<file path="config.mk">
export PLATFORM = sky130hd
export DESIGN_NAME = panel_power_seq
export DESIGN_NICKNAME = d
export VERILOG_FILES = /design/src/rtl/psq_pkg.sv /design/src/rtl/psq_interval_counter.sv /design/src/rtl/psq_step_fsm.sv /design/src/rtl/psq_rail_driver.sv /design/src/rtl/panel_power_seq.sv
export SDC_FILE = /design/constraint.sdc
export NUM_CORES = 1
export LEC_CHECK = 0
export BUFFER_PORTS_ARGS = -buffer_cell sky130_fd_sc_hd__buf_2
export CELL_PAD_IN_SITES_DETAIL_PLACEMENT = 1
export CELL_PAD_IN_SITES_GLOBAL_PLACEMENT = 1
export CORE_AREA = 2 2 85 87
export CTS_CLUSTER_SIZE = 20
export DETAILED_ROUTE_END_ITERATION = 10
export DIE_AREA = 0 0 87 89
export PLACE_DENSITY_LB_ADDON = 0.05
export SYNTH_ARGS = -nofsm -noshare
export SYNTH_HDL_FRONTEND = slang
export SYNTH_HIERARCHICAL = 1
export SYNTH_SLANG_ARGS = --single-unit
</file>
<file path="constraint.sdc">
create_clock -name clk -period 3.88 [get_ports clk]
set_input_delay 0.776 -clock clk [delete_from_list [all_inputs] [get_ports clk]]
set_output_delay 0.776 -clock clk [all_outputs]
set_load 0.01 [all_outputs]
</file>
<file path="src/rtl/psq_pkg.sv">
// Package: shared state encoding for the panel power sequencer.
// Assumes: one state per resting level or per wait step.
package psq_pkg;

    typedef enum logic [2:0] {
        PS_OFF        = 3'd0,  // all enables low
        PS_UP_SUPPLY  = 3'd1,  // supply on, waiting to enable data
        PS_UP_DATA    = 3'd2,  // supply + data on, waiting for backlight
        PS_ON         = 3'd3,  // everything on
        PS_DN_LIGHT   = 3'd4,  // backlight off, waiting to drop data
        PS_DN_DATA    = 3'd5   // data off, waiting to drop supply
    } psq_state_e;

endpackage

</file>
<file path="src/rtl/psq_interval_counter.sv">
// Module: counts tick strobes since the last clear and reports when the
// count has reached a limit. The count saturates once the limit is reached.
// Assumes: clear has priority over tick; limit is held stable during a step.
module psq_interval_counter #(
    parameter int CNT_W = 16
) (
    input  logic             clk,
    input  logic             rst_n,
    input  logic             clear,
    input  logic             tick,
    input  logic [CNT_W-1:0] limit,
    output logic             reached
);
    logic [CNT_W-1:0] count_q;

    // Compare combinationally so that a zero limit is reached at once.
    assign reached = (count_q >= limit);

    // Count ticks; restart on clear; hold once the limit is met.
    always_ff @(posedge clk) begin
        if (!rst_n)              count_q <= '0;
        else if (clear)          count_q <= '0;
        else if (tick && !reached) count_q <= count_q + 1'b1;
    end

    AST_CNT_NO_RUNAWAY: assert property (@(posedge clk) disable iff (!rst_n)
        (!clear && !tick) |=> $stable(count_q));
endmodule

</file>
<file path="src/rtl/psq_step_fsm.sv">
// Module: step state machine of the sequencer. It picks the next step from
// the requests and the counter, and selects which wait limit is active.
// Assumes: requests are synchronous single-bit levels or pulses.
module psq_step_fsm
    import psq_pkg::*;
#(
    parameter int DLY_W = 16
) (
    input  logic             clk,
    input  logic             rst_n,
    input  logic             on_req,
    input  logic             off_req,
    input  logic             wait_met,
    input  logic [DLY_W-1:0] dly_up_data,
    input  logic [DLY_W-1:0] dly_up_light,
    input  logic [DLY_W-1:0] dly_dn_data,
    input  logic [DLY_W-1:0] dly_dn_supply,
    output logic [DLY_W-1:0] wait_limit,
    output logic             step_clear,
    output psq_state_e       state_q,
    output psq_state_e       state_d
);
    // Next-step selection; an off request overrides the rise.
    always_comb begin
        state_d = state_q;
        unique case (state_q)
            PS_OFF:       if (!off_req && on_req) state_d = PS_UP_SUPPLY;
            PS_UP_SUPPLY: if (off_req)            state_d = PS_DN_DATA;
                          else if (wait_met)      state_d = PS_UP_DATA;
            PS_UP_DATA:   if (off_req)            state_d = PS_DN_LIGHT;
                          else if (wait_met)      state_d = PS_ON;
            PS_ON:        if (off_req)            state_d = PS_DN_LIGHT;
            PS_DN_LIGHT:  if (wait_met)           state_d = PS_DN_DATA;
            PS_DN_DATA:   if (wait_met)           state_d = PS_OFF;
            default:                              state_d = PS_OFF;
        endcase
    end

    // Limit for the wait that belongs to the current step.
    always_comb begin
        unique case (state_q)
            PS_UP_SUPPLY: wait_limit = dly_up_data;
            PS_UP_DATA:   wait_limit = dly_up_light;
            PS_DN_LIGHT:  wait_limit = dly_dn_data;
            PS_DN_DATA:   wait_limit = dly_dn_supply;
            default:      wait_limit = '0;
        endcase
    end

    // The interval restarts on every step change.
    assign step_clear = (state_d != state_q);

    // State register.
    always_ff @(posedge clk) begin
        if (!rst_n) state_q <= PS_OFF;
        else        state_q <= state_d;
    end

    AST_ZERO_WAIT_ADVANCES: assert property (@(posedge clk) disable iff (!rst_n)
        (state_q == PS_UP_SUPPLY && dly_up_data == '0 && !off_req)
        |=> (state_q == PS_UP_DATA));
    AST_ABORT_EARLY: assert property (@(posedge clk) disable iff (!rst_n)
        (state_q == PS_UP_SUPPLY && off_req) |=> (state_q == PS_DN_DATA));
    AST_OFF_STAYS_OFF: assert property (@(posedge clk) disable iff (!rst_n)
        (state_q == PS_OFF && off_req) |=> (state_q == PS_OFF));
endmodule

</file>
<file path="src/rtl/psq_rail_driver.sv">
// Module: registers the pin-level enables and the status flags from the
// next step, so every output changes on the same edge as the state.
// Assumes: state_d and state_q come from the step machine.
module psq_rail_driver
    import psq_pkg::*;
(
    input  logic       clk,
    input  logic       rst_n,
    input  psq_state_e state_q,
    input  psq_state_e state_d,
    output logic       supply_en,
    output logic       video_en,
    output logic       bl_en,
    output logic       busy,
    output logic       seq_done
);
    logic sup_n, vid_n, bl_n, busy_n, done_n;

    // Decode enables for the step being entered.
    always_comb begin
        sup_n  = (state_d != PS_OFF);
        vid_n  = (state_d == PS_UP_DATA) || (state_d == PS_ON) ||
                 (state_d == PS_DN_LIGHT);
        bl_n   = (state_d == PS_ON);
        busy_n = (state_d != PS_OFF) && (state_d != PS_ON);
        done_n = (state_q == PS_UP_DATA && state_d == PS_ON) ||
                 (state_q == PS_DN_DATA && state_d == PS_OFF);
    end

    // Output registers.
    always_ff @(posedge clk) begin
        if (!rst_n) begin
            supply_en <= 1'b0;
            video_en  <= 1'b0;
            bl_en     <= 1'b0;
            busy      <= 1'b0;
            seq_done  <= 1'b0;
        end else begin
            supply_en <= sup_n;
            video_en  <= vid_n;
            bl_en     <= bl_n;
            busy      <= busy_n;
            seq_done  <= done_n;
        end
    end

    AST_DATA_AFTER_SUPPLY: assert property (@(posedge clk) disable iff (!rst_n)
        $rose(video_en) |-> $past(supply_en));
    AST_LIGHT_AFTER_DATA: assert property (@(posedge clk) disable iff (!rst_n)
        $rose(bl_en) |-> $past(video_en));
    AST_DATA_DROP_AFTER_LIGHT: assert property (@(posedge clk) disable iff (!rst_n)
        $fell(video_en) |-> !$past(bl_en));
    AST_SUPPLY_DROP_AFTER_DATA: assert property (@(posedge clk) disable iff (!rst_n)
        $fell(supply_en) |-> !$past(video_en));
    AST_DONE_ONE_CYCLE: assert property (@(posedge clk) disable iff (!rst_n)
        seq_done |=> !seq_done);
endmodule

</file>
<file path="src/rtl/panel_power_seq.sv">
// Module: panel power sequencer top. It orders supply, data and backlight
// enables with four tick-counted waits. Power-down mirrors power-up.
// Assumes: ms_tick is a one-cycle strobe; wait fields are static per step.
module panel_power_seq
    import psq_pkg::*;
#(
    parameter int DLY_W = 16
) (
    input  logic             clk,
    input  logic             rst_n,
    input  logic             ms_tick,
    input  logic             pwr_on_req,
    input  logic             pwr_off_req,
    input  logic [DLY_W-1:0] dly_up_data,
    input  logic [DLY_W-1:0] dly_up_light,
    input  logic [DLY_W-1:0] dly_dn_data,
    input  logic [DLY_W-1:0] dly_dn_supply,
    output logic             supply_en,
    output logic             video_en,
    output logic             bl_en,
    output logic             busy,
    output logic             seq_done
);
    logic [DLY_W-1:0] wait_limit;
    logic             wait_met;
    logic             step_clear;
    psq_state_e       state_q;
    psq_state_e       state_d;

    psq_step_fsm #(.DLY_W(DLY_W)) u_fsm (
        .clk          (clk),
        .rst_n        (rst_n),
        .on_req       (pwr_on_req),
        .off_req      (pwr_off_req),
        .wait_met     (wait_met),
        .dly_up_data  (dly_up_data),
        .dly_up_light (dly_up_light),
        .dly_dn_data  (dly_dn_data),
        .dly_dn_supply(dly_dn_supply),
        .wait_limit   (wait_limit),
        .step_clear   (step_clear),
        .state_q      (state_q),
        .state_d      (state_d)
    );

    psq_interval_counter #(.CNT_W(DLY_W)) u_cnt (
        .clk    (clk),
        .rst_n  (rst_n),
        .clear  (step_clear),
        .tick   (ms_tick),
        .limit  (wait_limit),
        .reached(wait_met)
    );

    psq_rail_driver u_rails (
        .clk      (clk),
        .rst_n    (rst_n),
        .state_q  (state_q),
        .state_d  (state_d),
        .supply_en(supply_en),
        .video_en (video_en),
        .bl_en    (bl_en),
        .busy     (busy),
        .seq_done (seq_done)
    );

    AST_RESET_QUIET: assert property (@(posedge clk)
        !rst_n |=> !(supply_en || video_en || bl_en || busy || seq_done));
    AST_ON_IGNORED_WHEN_UP: assert property (@(posedge clk) disable iff (!rst_n)
        (bl_en && !pwr_off_req) |=> bl_en);
endmodule

</file>
==> results.toml, run 1 <==
[timing]
setup_total_negative_slack_ps = 0
timing_worst_slew_pin_value_ps = 449
rsz0062_at_grt = "no"
final-hold-violation-count = 0
finClkSkew_ps = 8.71
timing.final.max_slew_violations = 0
setup_viol = 0
fmaxAchievable_mhz = 283
post-route-period-util_pct = 91.0
slew_headroom_pct = 69.9
final_period_minus_worst_setup_slack_ps = 3530

[floorplanning]
floorplan.die.height_um = 89
floorplan.io_pins = 74
fp.dieW_um = 87
core_area_mm2 = 0.00672
core.rowCount = 30
die-area_mm2 = 0.00774
initial_util_pct = 32.7

[clocking]
clock_tree.htree_level_count = 1
clockRootBuffer = "clkbuf_8"
clk_pin_slew_worst_paths_ps = 100
cts_tree = "done"
worst_skew_pair_later_pin_latency_ps = 280
setup_bufs_post_cts = 0
post_cts.resized_instances = 0
cts-root-to-sink-buffers = 2
tritoncts_num_sinks = 24
hold_fix_buffers_cts = 0
cts_inserted_buffers = 3

[final_layout]
syn2layout_area_growth_pct = 27.7
regArea_um2 = 483
antenna_cells = 0
layoutNonFillerInstCount = 433
layout_common_cells = "buf_2 (73), mux2i_1 (22), dfxtp_1 (22)"
final_common_cell = "buf_2"
multi_input_comb_area_mm2 = 0.00158
nets = 440
filler_cell_count = 871
drive_above_1_share_pct = 33.1

[power_and_ir_drop]
design_power_total_mw = 1.10
share_comb_of_total_power_pct = 53.5
vdd_ir_drop_max_mv = 0.201
total_leakage_power_nw = 1.17
p_sw_share_pct = 39.0
sequential_power_share_pct = 25.5
clock_power_share_pct = 21.0
power_per_cell_area_mw_per_mm2 = 392
intPower_mw = 0.671
switchingPower_mw = 0.430

[global_route]
wire_length_of_the_first_global_routing_pass_um = 10800
grt_max_degree = 21
first_global_vias = 2347
antenna_found_initial = 0
grt_overflow_total = 0
gr-usage-all-layers_pct = 17.6

[setup_path]
worst_ep_arrival_time_ps = 3750
critPathLaunchType = "register"
cp_top_family = "compound AO/OA/AOI/OAI gates"
cp_max_fo = 13
crit-reg2reg-launch = "u_fsm/state_q[1]"
end_kind = "register"
critical-path-max-stage-delay_ps = 550
worstReg2RegEnd = "u_rails/seq_done"
worst-path-buf-inv = 4
critical_path.cell_chain = "inv_2 > nor2_1 > buf_4 > a22oi_1 > o22ai_1 > inv_1 > ha_1 > nand4_1 > a211o_1 > o32a_1 > nand2_1 > buf_4 > nor3b_2 > a31oi_2 > o311ai_2 > or4b_1 > o22ai_2"
rr_worst_depth = 17
reg_to_reg_setup_timing_slack_ps = 350
timing.critical_path.required_ps = 4100
timing.setup.critical_path_class = "register to register"
worst_path_most_repeated_cell = "buf_4"
critPathSlowestCell = "or4b_1"

[run_status]
run_status = "completed"

[synthesis]
post_synth_num_cell_types = 59
synth-edff-count = 0
synth_warnings = 6
synth_sequential_area_ratio_pct = 21.9
postSynth.topFlopCell = "dfxtp_1"
synth-seq-cells = 24
asyncSetResetFlopFracSynth_pct = 0
synth.avg_cell_area_um2 = 8.05
synthCells = 273
syn_nets = 359
synthesis.area_mm2 = 0.00220

[route]
drtAntennaViolNets = 0
route.detailed.vias_per_inst = 5.39
wl_per_cell_um = 15.0
remaining_drc_errors = 0
drtPass1Iterations = 4
detail_route.wirelength_um = 6490
via_count = 2335
drt-initial-drc-count = 75

[hold_path]
min_delay_worst_endpoint = "u_cnt/count_q[15]"
worstHoldPathType = "register to register"
number_of_cells_on_the_worst_hold_path = 2
min_from = "u_cnt/count_q[15]"

[flow_run]
cap_violations = 0

[placement]
place_hpwl_um = 5230
place.port_buffers = 73
gp_congestion = 0.737
dpl.cell_count = 429
[per-layer routing]
layer / part of all wire (%) / GRT usage, % / vias to the layer above
li1: - / - / 1194
met1: 45 / 20.6 / 1095
met2: 51 / 33.2 / 37
met3: 3.1 / 2.49 / 9
met4: 1.6 / 5.26 / 0
met5: 0 / 0 / -
[tightest hold or removal path, cell delays in order, from the launching register on]
cell and delay, ps:
dfxtp_1 340, nand2_1 60, mux2i_1 60
[power by group through the flow]
| stage | logic (mW) | registers, mW | clock network, mW |
|---|---|---|---|
| after CTS | 0.590 | 0.280 | 0.237 |
| final | 0.589 | 0.281 | 0.231 |
| after floorplan | 0.393 | 0.288 | 0 |
| after global routing | 0.663 | 0.283 | 0.247 |
| after detailed placement | 0.586 | 0.285 | 0 |
| after global placement | 0.577 | 0.285 | 0 |
[flip-flops by register name (all words and copies together) (netlist names)]
name,count
u_cnt/count_q,16
u_fsm/state_q,3
u_rails/bl_en,1
u_rails/busy,1
u_rails/seq_done,1
u_rails/supply_en,1
u_rails/video_en,1
[cells by family (layout without fill, tap and decap cells)]
kind of cell	after synthesis	in the layout	share of synthesized area, %
AO/OA/AOI/OAI	73	73	23.5
flip-flops	24	24	21.9
XOR/XNOR	1	1	0.399
adder cells (fa/ha/maj)	18	18	10.1
buffers and inverters	35	115	7.46
multiplexers	23	23	10.5
AND/OR/NAND/NOR	99	99	26.1
[cells in the mapped netlist, drive strengths merged (8+ instances only)]
cell type	instances	share of area (%)
a21oi	13	3.0
a22oi	13	4.4
buf	9	3.0
dfxtp	24	22
ha	17	9.7
inv	20	3.4
mux2i	22	10
nand2	17	2.9
nand2b	10	2.8
nand3	8	1.8
nand4	10	2.8
nor2	14	2.5
o21ai	9	2.0
o22ai	15	4.6
[area by class of cell]
type / instances / area share, %
clock inverter: 1 / 1.07
timing repair buffer: 91 / 17.8
clock buffer: 3 / 1.47
multi-input combinational: 214 / 56.2
sequential: 24 / 17.2
tap: 80 / 3.57
inverter: 20 / 2.67
[through the flow]
| step | hold slack (ps) | instance area, um^2 | worst slack [ps] | utilization [%] |
|---|---|---|---|---|
| 6_report | 494 | 2810 | 351 | 41.8 |
| 3_3_place_gp | 493 | 2710 | 188 | 40.3 |
| 2_1_floorplan | 450 | 2200 | 24.3 | - |
| 4_1_cts | 497 | 2780 | 190 | 41.4 |
| 5_1_grt | 524 | 2810 | 18.6 | 41.8 |
| 3_5_place_dp | 482 | 2710 | 125 | 40.3 |
[worst max-delay path by stage]
| stage | start | endpoint | cells past startpoint |
|---|---|---|---|
| 6_report | u_fsm/state_q[1] | u_rails/seq_done | 17 |
| 5_1_grt | u_fsm/state_q[1] | u_cnt/count_q[14] | 18 |
| 4_1_cts | u_fsm/state_q[1] | u_cnt/count_q[14] | 18 |
| 3_5_place_dp | dly_up_data[0] | u_cnt/count_q[14] | 15 |
| 3_3_place_gp | dly_up_data[0] | u_cnt/count_q[14] | 15 |
| 2_1_floorplan | dly_up_data[0] | u_cnt/count_q[12] | 14 |
Power figures use the tool's default switching activity.
==> inputs of run 2 (changes only) <==
--- a/config.mk
+++ b/config.mk
@@ -8,12 +8,11 @@
 export BUFFER_PORTS_ARGS = -buffer_cell sky130_fd_sc_hd__buf_2
 export CELL_PAD_IN_SITES_DETAIL_PLACEMENT = 1
 export CELL_PAD_IN_SITES_GLOBAL_PLACEMENT = 1
-export CORE_AREA = 2 2 85 87
+export CORE_AREA = 2 2 84 86
 export CTS_CLUSTER_SIZE = 20
 export DETAILED_ROUTE_END_ITERATION = 10
-export DIE_AREA = 0 0 87 89
+export DIE_AREA = 0 0 86 88
 export PLACE_DENSITY_LB_ADDON = 0.05
 export SYNTH_ARGS = -nofsm -noshare
 export SYNTH_HDL_FRONTEND = slang
-export SYNTH_HIERARCHICAL = 1
 export SYNTH_SLANG_ARGS = --single-unit
==> run 2 against run 1 <==
Sequential share of layout area up 1.1 points. Critical endpoint is now u_cnt.count_q[14]. Flip-flop and latch count unchanged. Via count down 3.4%. Largest cell class unchanged. Highest routed layer unchanged. Global-route usage up 0.92 points. Cell count down 3.7%.
==> results.toml, run 2 <==
[run_status]
run_status = "completed"

[setup_path]
cp_top_family = "compound AO/OA/AOI/OAI gates"
reg_to_reg_setup_timing_slack_ps = 410
worst-path-buf-inv = 3
cp_max_fo = 16
end_kind = "register"
critical_path.cell_chain = "buf_4 > buf_4 > mux2_1 > a22oi_1 > nor2_1 > a21oi_1 > ha_1 > a21oi_1 > o21a_1 > o22ai_1 > buf_4 > o41ai_1 > o211ai_4 > a21oi_1"
crit-reg2reg-launch = "u_fsm.state_q[0]"
rr_worst_depth = 14
critPathLaunchType = "register"
critical-path-max-stage-delay_ps = 540
timing.critical_path.required_ps = 4090
worst_ep_arrival_time_ps = 3680
cp_num_cells = 14
worstReg2RegEnd = "u_cnt.count_q[14]"
critPathSlowestCell = "o41ai_1"
timing.setup.critical_path_class = "register to register"

[flow_run]
cap_violations = 0

[synthesis]
synth_warnings = 0
synth_sequential_area_ratio_pct = 23.4
asyncSetResetFlopFracSynth_pct = 0
synthCells = 264
synth-seq-cells = 24
post_synth_top_area_cell = "dfxtp_1"
synthesis.area_mm2 = 0.00205
post-synth-top-count-cell = "nor2_1"
post_synth_num_cell_types = 44
yosys.area.top_type_share_pct = 23.4
syn_nets = 350
post_synth_main_area_contributors = "dfxtp_1 (23%), ha_1 (10%), mux2_1 (8.8%), a21oi_1 (6.8%), nor2_1 (6.6%)"
synth-edff-count = 0
synth_top_cells_by_count = "nor2_1 (36), a21oi_1 (28), dfxtp_1 (24)"
postSynth.topFlopCell = "dfxtp_1"
synth.avg_cell_area_um2 = 7.78

[final_layout]
biggestRegsByFlops = "u_cnt.count_q (16), u_fsm.state_q (3)"
nets = 424
layout_common_cells = "buf_2 (73), nor2_1 (36), a21oi_1 (28)"
antenna_cells = 0
syn2layout_area_growth_pct = 28.2
max_flop_register = "u_cnt.count_q"
largest_register_ff_count = 16
final_common_cell = "buf_2"
drive_above_1_share_pct = 27.9
multi_input_comb_area_mm2 = 0.00150
filler_cell_count = 839
layout.cell_area.non_filler_mm2 = 0.00263
regArea_um2 = 480

[global_route]
grt_overflow_total = 0
grt.met1_usage_pct = 23.8
gr-usage-met2_pct = 33.8
antenna_found_initial = 0
wire_length_of_the_first_global_routing_pass_um = 11200
use_met3_pct = 2.36
first_global_vias = 2280
globalRoute.busiestLayer = "met2"
grt_max_degree = 27
gr-usage-all-layers_pct = 18.5

[clocking]
clk_pin_slew_worst_paths_ps = 100
worst_skew_pair_later_pin_latency_ps = 280
post_cts.resized_instances = 0
hold_fix_buffers_cts = 0
cts_tree = "done"
clock_tree.htree_level_count = 1
cts_inserted_buffers = 3
cts-root-to-sink-buffers = 2
clockRootBuffer = "clkbuf_8"
tritoncts_num_sinks = 24
setup_bufs_post_cts = 0

[power_and_ir_drop]
power_per_cell_area_mw_per_mm2 = 443
total_leakage_power_nw = 1.15
vdd_ir_drop_max_mv = 0.182

[hold_path]
worstHoldPathType = "register to register"
min_delay_worst_endpoint = "u_cnt.count_q[14]"
min_from = "u_cnt.count_q[14]"
number_of_cells_on_the_worst_hold_path = 2

[timing]
timing_worst_slew_pin_value_ps = 623
setup_viol = 0
fmaxAchievable_mhz = 288
slew_headroom_pct = 58.3
finClkSkew_ps = 10.0
timing.hold.ws_ps = 524
final-hold-violation-count = 0
post-route-period-util_pct = 89.4
final_period_minus_worst_setup_slack_ps = 3470
timing.final.max_slew_violations = 0
setup_total_negative_slack_ps = 0
rsz0062_at_grt = "no"

[placement]
place_hpwl_um = 5420
place.port_buffers = 73
gp_congestion = 0.781
detailed_place.area_mm2 = 0.00255

[floorplanning]
floorplan.die.height_um = 88
core.rowCount = 30
core_area_mm2 = 0.00664
fp.dieW_um = 86
die-area_mm2 = 0.00757
initial_util_pct = 30.9
floorplan.io_pins = 74

[route]
route.detailed.vias_per_inst = 5.41
drt-initial-drc-count = 60
detail_route.wirelength_um = 6650
drtAntennaViolNets = 0
remaining_drc_errors = 0
drtPass1Iterations = 4
wl_per_cell_um = 15.9
via_count = 2255
[run 2: changes by cell type after synthesis, sizes merged, moves of 6 or more]
cell	before	now
clkbuf	6	13
o22ai	15	1
a21oi	13	28
nor4	1	7
nor2	14	36
xnor2	0	10
nand2b	10	2
mux2	1	16
mux2i	22	1
inv	20	5
[run 2: worst max path at each step]
stage / endpoint / startpoint
after floorplan: u_cnt.count_q[15] / u_fsm.state_q[0]
after global placement: u_cnt.count_q[1] / dly_dn_supply[5]
after detailed placement: u_cnt.count_q[1] / dly_dn_supply[2]
after CTS: u_cnt.count_q[8] / u_fsm.state_q[0]
after global routing: u_cnt.count_q[14] / u_fsm.state_q[0]
final: u_cnt.count_q[14] / u_fsm.state_q[0]
[run 2: logic make-up (layout without fill, tap and decap cells)]
logic type,Yosys count,after routing,share of synthesized area (%)
and+or+nand+nor,102,102,25.4
AOI/OAI and AO/OA,68,68,21.4
adders and majority gates,17,17,10.4
xor gates and xnor gates,14,14,5.97
muxes,17,17,9.26
buffers and inverters,22,95,4.27
DFF,24,24,23.4
[run 2: stage by stage]
| stage | total power [mW] | util (%) | std cells | setup WS [ps] |
|---|---|---|---|---|
| final | 1.17 | 39.6 | 417 | 412 |
| after floorplan | 0.733 | - | 264 | 519 |
| after global routing | 1.28 | 39.6 | 417 | 31.4 |
| after detailed placement | 0.942 | 38.3 | 413 | 172 |
| after global placement | 0.929 | 38.3 | 413 | 225 |
| after CTS | 1.18 | 39.4 | 417 | 295 |
[run 2: worst min-delay path: cells and delay by family, from the launching register on]
kind | cells | cell delay, ps
flip-flops | 1 | 350
AO/OA/AOI/OAI | 2 | 140
[run 2: layout make-up]
type / instances / share of cell area [%]
repair buffers: 86 / 17.6
clock buffers: 3 / 1.57
multi-input cells: 218 / 56.9
clock inverters: 1 / 1.14
flip-flops and latches: 24 / 18.3
inverters: 5 / 0.713
well taps: 80 / 3.80
[run 2: routing by layer]
layer / part of all wire [%] / routed length [um] / up-vias
li1: - / - / 1126
met1: 44 / 2940 / 1081
met2: 52 / 3450 / 42
met3: 3.2 / 213 / 6
met4: 0.71 / 47 / 0
met5: 0 / 0 / -
[run 2: report_power, final]
group / switching (mW) / leakage, nW / internal, mW
Combinational: 0.380 / 0.915 / 0.270
Sequential: 0.0208 / 0.194 / 0.269
Clock: 0.0886 / 0.0357 / 0.138
==> inputs of run 3 (changes only) <==
--- a/config.mk
+++ b/config.mk
@@ -8,11 +8,11 @@
 export BUFFER_PORTS_ARGS = -buffer_cell sky130_fd_sc_hd__buf_2
 export CELL_PAD_IN_SITES_DETAIL_PLACEMENT = 1
 export CELL_PAD_IN_SITES_GLOBAL_PLACEMENT = 1
-export CORE_AREA = 2 2 84 86
+export CORE_AREA = 10 10 92 94
 export CTS_CLUSTER_SIZE = 20
 export DETAILED_ROUTE_END_ITERATION = 10
-export DIE_AREA = 0 0 86 88
-export PLACE_DENSITY_LB_ADDON = 0.05
+export DIE_AREA = 0 0 102 104
+export PLACE_DENSITY = 0.73
 export SYNTH_ARGS = -nofsm -noshare
 export SYNTH_HDL_FRONTEND = slang
 export SYNTH_SLANG_ARGS = --single-unit
==> run 3 against run 2 <==
Flip-flop and latch count unchanged. First-iteration DRC count up 83%. Count of clock-buffer cells in the layout unchanged. Global-route usage down 5.2 points.
==> results.toml, run 3 (same netlist as run 2, synthesis figures left out) <==
[route]
drtPass1Iterations = 5
wl_per_cell_um = 17.2
detail_route.wirelength_um = 7170
via_count = 2284
remaining_drc_errors = 0
drt-initial-drc-count = 110
drtAntennaViolNets = 0
route.detailed.vias_per_inst = 5.49

[floorplanning]
die-area_mm2 = 0.0106
core_area_mm2 = 0.00668
fp.dieW_um = 102
floorplan.io_pins = 74
initial_util_pct = 30.7
floorplan.die.height_um = 104
core.rowCount = 30

[clocking]
worst_skew_pair_later_pin_latency_ps = 270
cts_tree = "done"
cts_inserted_buffers = 3
tritoncts_num_sinks = 24
clock_tree.htree_level_count = 1
hold_fix_buffers_cts = 0
cts-root-to-sink-buffers = 2
clk_pin_slew_worst_paths_ps = 90
clockRootBuffer = "clkbuf_8"

[hold_path]
worstHoldPathType = "register to register"

[final_layout]
layout.core_utilization_pct = 39.3
antenna_cells = 0
drive_above_1_share_pct = 27.7
final_common_cell = "buf_2"
nets = 423
biggestRegsByFlops = "u_cnt.count_q (16), u_fsm.state_q (3)"
layout_common_cells = "buf_2 (73), nor2_1 (35), a21oi_1 (28)"
max_flop_register = "u_cnt.count_q"
syn2layout_area_growth_pct = 27.7
largest_register_ff_count = 16

[run_status]
run_status = "completed"

[global_route]
antenna_found_initial = 0
grt_max_degree = 27
first_global_vias = 2407
grt_overflow_total = 0
wire_length_of_the_first_global_routing_pass_um = 11800
gr-usage-all-layers_pct = 13.3

[timing]
slew_headroom_pct = 39.5
setup_total_negative_slack_ps = 0
timing_worst_slew_pin_value_ps = 901
timing.final.max_slew_violations = 0
fmaxAchievable_mhz = 280
setup_viol = 0
rsz0062_at_grt = "no"
final-hold-violation-count = 0
final_period_minus_worst_setup_slack_ps = 3570
finClkSkew_ps = 2.28
post-route-period-util_pct = 92.0

[setup_path]
worstReg2RegEnd = "u_cnt.count_q[14]"
setup.worst_path.start = "u_fsm.state_q[0]"
critPathLaunchType = "register"
rr_worst_depth = 13
endpoint = "u_cnt.count_q[14]"
crit-reg2reg-launch = "u_fsm.state_q[0]"
cp_max_fo = 16
end_kind = "register"
timing.setup.critical_path_class = "register to register"
worst_ep_arrival_time_ps = 3780
timing.critical_path.required_ps = 4090
reg_to_reg_setup_timing_slack_ps = 310

[flow_run]
cap_violations = 0

[placement]
place_hpwl_um = 5930
place.port_buffers = 73
gp_congestion = 0.798

[power_and_ir_drop]
vdd_ir_drop_max_mv = 0.197
total_leakage_power_nw = 1.15
power_per_cell_area_mw_per_mm2 = 441
==> run 3: cell types whose count changed in the layout (fill, tap and decap cells not counted), sizes merged <==
cell,before,now
buf,86,85
==> run 3: worst max-delay path, stage by stage (launching register included) <==
cell	delay, ps
dfxtp_1	500
buf_4	270
mux2_1	350
a22oi_1	170
nor2_1	60
a21oi_1	140
ha_1	250
nor2b_1	130
o211ai_1	230
a311oi_2	150
buf_4	200
o41ai_1	560
o211ai_4	300
a21oi_1	180
==> run 3: repair_timing <==
item	CTS	global route
endpoints found under the setup margin	0	15
setup buffers	0	0
gates resized for setup	0	2
==> run 3: area by class of cell <==
type	count	area (um^2)
inverter	5	18.8
sequential	24	480
multi-input combinational	218	1500
fill	865	4060
tap	80	100
timing repair buffer	85	455
clock buffer	3	41.3
clock inverter	1	30.0
==> run 3: worst min-delay path by stage <==
stage,startpoint,end,cells after the start
finish,u_cnt.count_q[14],u_cnt.count_q[14],2
global route,u_cnt.count_q[1],u_cnt.count_q[1],2
CTS,u_cnt.count_q[14],u_cnt.count_q[14],2
detailed placement,u_cnt.count_q[14],u_cnt.count_q[14],2
global placement,u_cnt.count_q[14],u_cnt.count_q[14],2
floorplan,u_cnt.count_q[14],u_cnt.count_q[14],2
==> run 3: power breakdown <==
| part | internal (mW) | switching [mW] |
|---|---|---|
| logic | 0.266 | 0.369 |
| registers | 0.269 | 0.0279 |
| clock network | 0.138 | 0.0870 |
| total | 0.673 | 0.484 |
==> run 3: per-layer routing <==
| metal | part of all wire (%) | GRT usage (%) | wire length [um] | up-vias |
|---|---|---|---|---|
| met5 | 0 | 0 | 0 | - |
| met4 | 1.1 | 3.83 | 77 | 0 |
| met3 | 5.8 | 3.12 | 415 | 5 |
| met2 | 52 | 23.4 | 3730 | 46 |
| met1 | 41 | 15.2 | 2940 | 1112 |
| li1 | - | - | - | 1121 |
==> run 3: through the flow <==
step                      cells  total power [mW]  cell area, um^2  worst slack, ps  hold WS [ps]
final                       416              1.16             2620              311           534
after global routing        416              1.26             2620             48.8           581
after CTS                   416              1.16             2610              263           539
after detailed placement    412             0.932             2540              229           524
after global placement      412             0.915             2540              265           502
after floorplan             264             0.733             2050              519           475
